### src/rtl/bf16_cvt_pkg.sv
package bf16_cvt_pkg;
  localparam int unsigned F32_W  = 32;
  localparam int unsigned BF16_W = 16;

  typedef enum logic [1:0] {
    RND_NEAREST = 2'b00,
    RND_POS     = 2'b01,
    RND_NEG     = 2'b10,
    RND_ZERO    = 2'b11
  } rnd_mode_e;
endpackage

### src/rtl/bf16_lane_cvt.sv
module bf16_lane_cvt
  import bf16_cvt_pkg::*;
(
  input  logic [F32_W-1:0]  f32_i,
  input  rnd_mode_e         rmode_i,
  input  logic              ftz_i,
  output logic [BF16_W-1:0] bf16_o
);
  logic        sgn;
  logic [7:0]  expo;
  logic [22:0] frac;
  logic        kept_lsb, rnd_bit, sticky, inexact, bump;

  assign sgn      = f32_i[31];
  assign expo     = f32_i[30:23];
  assign frac     = f32_i[22:0];
  assign kept_lsb = f32_i[16];
  assign rnd_bit  = f32_i[15];
  assign sticky   = |f32_i[14:0];
  assign inexact  = rnd_bit | sticky;

  always_comb begin
    unique case (rmode_i)
      RND_NEAREST: bump = rnd_bit & (sticky | kept_lsb);
      RND_POS:     bump = inexact & ~sgn;
      RND_NEG:     bump = inexact & sgn;
      default:     bump = 1'b0;
    endcase
  end

  always_comb begin
    if (expo == 8'hFF) begin
      if (|frac) bf16_o = {sgn, 8'hFF, 1'b1, frac[21:16]};
      else       bf16_o = {sgn, 8'hFF, 7'h00};
    end else if (expo == 8'h00 && ftz_i) begin
      bf16_o = {sgn, 15'h0000};
    end else begin
      // magnitude below 0x7F80, so the add never wraps; carry reaches exponent
      bf16_o = {sgn, f32_i[30:16] + {14'd0, bump}};
    end
  end
endmodule

### src/rtl/bf16_half_place.sv
module bf16_half_place #(
  parameter int unsigned HALF_W = 64
) (
  input  logic [HALF_W-1:0]   res_i,
  input  logic [HALF_W-1:0]   old_lo_i,
  input  logic                high_i,
  output logic [2*HALF_W-1:0] vec_o
);
  always_comb begin
    if (high_i) vec_o = {res_i, old_lo_i};
    else        vec_o = {{HALF_W{1'b0}}, res_i};
  end
endmodule

### src/rtl/bf16_narrow_cvt.sv
module bf16_narrow_cvt
  import bf16_cvt_pkg::*;
#(
  parameter int unsigned NUM_LANES = 4,
  localparam int unsigned VEC_W    = NUM_LANES * F32_W,
  localparam int unsigned HALF_W   = NUM_LANES * BF16_W
) (
  input  logic             clk_i,
  input  logic             rst_ni,
  input  logic [VEC_W-1:0] src_i,
  input  logic [VEC_W-1:0] dst_old_i,
  input  logic             high_i,
  input  logic [1:0]       rmode_i,
  input  logic             ftz_i,
  output logic [VEC_W-1:0] dst_o
);
  logic [HALF_W-1:0] packed_res;
  logic [VEC_W-1:0]  next_dst;
  logic              unused_old_hi;

  assign unused_old_hi = ^dst_old_i[VEC_W-1:HALF_W];

  for (genvar ln = 0; ln < NUM_LANES; ln++) begin : g_lane
    bf16_lane_cvt lane_i (
      .f32_i   (src_i[ln*F32_W +: F32_W]),
      .rmode_i (rnd_mode_e'(rmode_i)),
      .ftz_i   (ftz_i),
      .bf16_o  (packed_res[ln*BF16_W +: BF16_W])
    );
  end

  bf16_half_place #(.HALF_W(HALF_W)) place_i (
    .res_i    (packed_res),
    .old_lo_i (dst_old_i[HALF_W-1:0]),
    .high_i   (high_i),
    .vec_o    (next_dst)
  );

  always_ff @(posedge clk_i or negedge rst_ni) begin
    if (!rst_ni) dst_o <= '0;
    else         dst_o <= next_dst;
  end
endmodule

### config.mk
export PLATFORM = sky130hd
export DESIGN_NAME = bf16_narrow_cvt
export DESIGN_NICKNAME = d
export VERILOG_FILES = /design/src/rtl/bf16_cvt_pkg.sv /design/src/rtl/bf16_lane_cvt.sv /design/src/rtl/bf16_half_place.sv /design/src/rtl/bf16_narrow_cvt.sv
export SDC_FILE = /design/constraint.sdc
export NUM_CORES = 1
export LEC_CHECK = 0
export CAP_MARGIN = 20
export CORE_AREA = 2 2 153 155
export CTS_CLUSTER_DIAMETER = 40
export DETAILED_ROUTE_END_ITERATION = 10
export DIE_AREA = 0 0 155 157
export PLACE_DENSITY = 0.66
export SETUP_SLACK_MARGIN = 0.3
export SLEW_MARGIN = 20
export SYNTH_ARGS = -nofsm -noshare
export SYNTH_HDL_FRONTEND = slang
export SYNTH_SLANG_ARGS = --single-unit
### constraint.sdc
create_clock -name clk_i -period 0.8 [get_ports clk_i]
set_input_delay 0.16 -clock clk_i [delete_from_list [all_inputs] [get_ports clk_i]]
set_output_delay 0.16 -clock clk_i [all_outputs]
set_load 0.01 [all_outputs]
==> impl_metrics.ini <==
[finish]
nNetsFinal = 1455
top_regs = dst_o x128
antenna_cells = 0
largest_register = dst_o
fin_cells = 1479
drive_above_1_share = 0.517
area_growth_pct = 110
design_area_sq_um = 13400
largest_reg_flops = 128

[die]
dieWidth_um = 155
initial_core_util = 0.284
die_area_sq_um = 24300
rows = 55
die_height_um = 157
core-area_sq_um = 22500
io_pins = 390

[pwr]
p_leak_nw = 5.97
p_per_area_nw_per_um2 = 1500
power_mw = 20.1
ir_worst_vdd_uv = 1210

[critical_path]
endpoint_kind = register
setup.worst_path.class = input port to register
slowest_delay_ps = 240
cp_max_fo = 5
required_ps = 1150
crit_path_top_delay_cell = nor3_2
arrival_ps = 2530
crit_chain = buf_8, buf_6, ha_4, buf_12, buf_6, xnor2_4, nand2_1, a211oi_2, buf_4, ha_4, nand4_1, nor3_2, buf_6, buf_6, xor2_4, nor2_1, nor2_1
start_kind = input port
crit_path_frequent_cell = buf_6

[clocking]
clkTransAtPathRegs_ps = 60
root_buffer = clkbuf_16
clk_path_buf_depth = 2
tritoncts = done
numCtsBuffers = 17
h-tree-depth = 4
clock-sinks = 128

[drt]
via_count = 7163
routed_via_density = 4.84
postRouteAntennaNets = 0
dr.pass1.iters = 5
drt-total-wl_mm = 26.9
drt-initial-drc-count = 270
drc = 0
wl_per_cell_um = 18.2

[sta]
setup_slack_ps = -1380
finalMaxSlewViolations = 0
clock.fmax_mhz = 459
rsz0062_at_grt = yes
relSlewSlack = 0.657
period_minus_slack_ps = 2180
finalHoldViolations = 129
fin_tns_setup_ps = -177290
worstMarginPinSlew_ps = 515
setup_viol = 248
post-route-period-util = 2.72
whs_ps = -388

[synthesis]
synth_edf_count = 0
yosysMostFrequentCell = dfrtp_1
ys_warn_count = 0
syn_avg_cell_area_sq_um = 9.86
syn_inst = 647
ys_ff_latch = 128
yosysTopAreaCell = dfrtp_1
yosys.area.top_type_share = 0.502
async_flop_share = 1.00
syn-num-nets = 920
ys_seq_area_frac = 0.502
synthTopCellsByArea = dfrtp_1 (50%), nor2_1 (4.2%), mux2_2 (3.9%), nand2_1 (3.6%), o21ai_0 (3.1%)
yosysUniqueCellTypes = 60
synthFlopType = dfrtp_1
yosys-top-cells-count = dfrtp_1 (128), nor2_1 (71), nand2_1 (62)
syn_area_sq_um = 6380

[outcome]
violations = hold timing, setup timing
outcome = finished with violations

[global_routing]
grt_start_max_net_pins = 29
grt_usage = 0.210
grt_pass1_vias = 7351
grt_overflow_total = 0
grt_antenna_before_repair = 1
grt_pass1_wl_mm = 39.5

[place]
dp_cells = 1399
dp_hpwl_mm = 19.1
io_buffers = 325
gp_congestion = 0.864
place_area_sq_um = 11500

[worst_hold_path]
hold_class = input port to asynchronous set/reset pin

[flow_run]
cap_viol_max_count = 0
critical path, delay by kind of cell:
kind                     cells  cell delay, ps
AO/OA/AOI/OAI                1             230
XOR/XNOR                     2             290
buffers and inverters        7             910
adder cells (fa/ha/maj)      2             290
AND/OR/NAND/NOR              5             640
layer usage:
| layer | vias to the layer above | global-route usage | share of wire |
|---|---|---|---|
| met5 | - | 0 | 0 |
| met4 | 0 | 0.0754 | 0.024 |
| met3 | 42 | 0.0405 | 0.057 |
| met2 | 281 | 0.367 | 0.51 |
| met1 | 3443 | 0.260 | 0.41 |
| li1 | 3397 | - | - |
power by group:
group          switching, mW  total [mW]  internal, mW
Sequential             0.148        7.08          6.93
Clock                   3.18        8.08          4.90
Combinational           2.18        4.93          2.76
Total                   5.50        20.1          14.6
metrics by stage:
| stage | setup slack (ps) | util |
|---|---|---|
| 6_report | -1380 | 0.594 |
| 5_1_grt | -1480 | 0.594 |
| 4_1_cts | -1350 | 0.564 |
| 3_3_place_gp | -2400 | 0.509 |
| 2_1_floorplan | -1410 | - |
| 3_5_place_dp | -2450 | 0.509 |
layout make-up:
type / instances / area [sq um]
clock buffer: 19 / 433
clock inverter: 12 / 163
fill: 1878 / 9130
inverter: 11 / 55.1
multi-input combinational: 477 / 4370
sequential: 128 / 3200
tap: 285 / 357
timing repair buffer: 547 / 4790
repair_timing:
action / 4_1_cts / 5_1_grt
pin swaps: 113 / 89
gates cloned: 3 / 0
setup buffers: 27 / 19
endpoints found under the hold margin: 128 / 129
resized for setup: 812 / 137
endpoints found under the setup margin: 256 / 252
final timing paths:
| check | startpoint | depth (start not counted) | slack [ps] | endpoint |
|---|---|---|---|---|
| min in group clk_i | dst_old_i[31] | 2 | -20 | dst_o[31] |
| max in group asynchronous | rst_ni | 2 | 720 | dst_o[69] |
| setup / recovery | rmode_i[1] | 17 | -1380 | dst_o[104] |
| hold / removal | rst_ni | 1 | -390 | dst_o[30] |
kinds of logic after synthesis:
group / count (synthesis) / synth area share
simple gates: 287 / 0.237
compound gates: 122 / 0.121
flops: 128 / 0.502
buf+inv: 42 / 0.0290
fa+ha+maj: 11 / 0.0216
xor+xnor: 26 / 0.0357
mux: 31 / 0.0530
cells in the final DEF, fill, tap and decap left out, types with 10 or more instances in the layout:
cell,count
buf_2,94
dlygate4sd2_1,11
a21oi_1,14
nand4_1,18
o21ai_1,25
nor3_2,12
buf_4,174
clkdlybuf4s15_1,10
clkdlybuf4s50_1,144
clkbuf_16,17
o21ai_2,13
clkbuf_2,11
nand2_1,54
and2_1,20
mux2_4,21
nor2_1,55
nor4_2,11
buf_6,80
a21oi_2,10
dfrtp_1,128
nor4_1,12
Power figures use the tool's default switching activity.
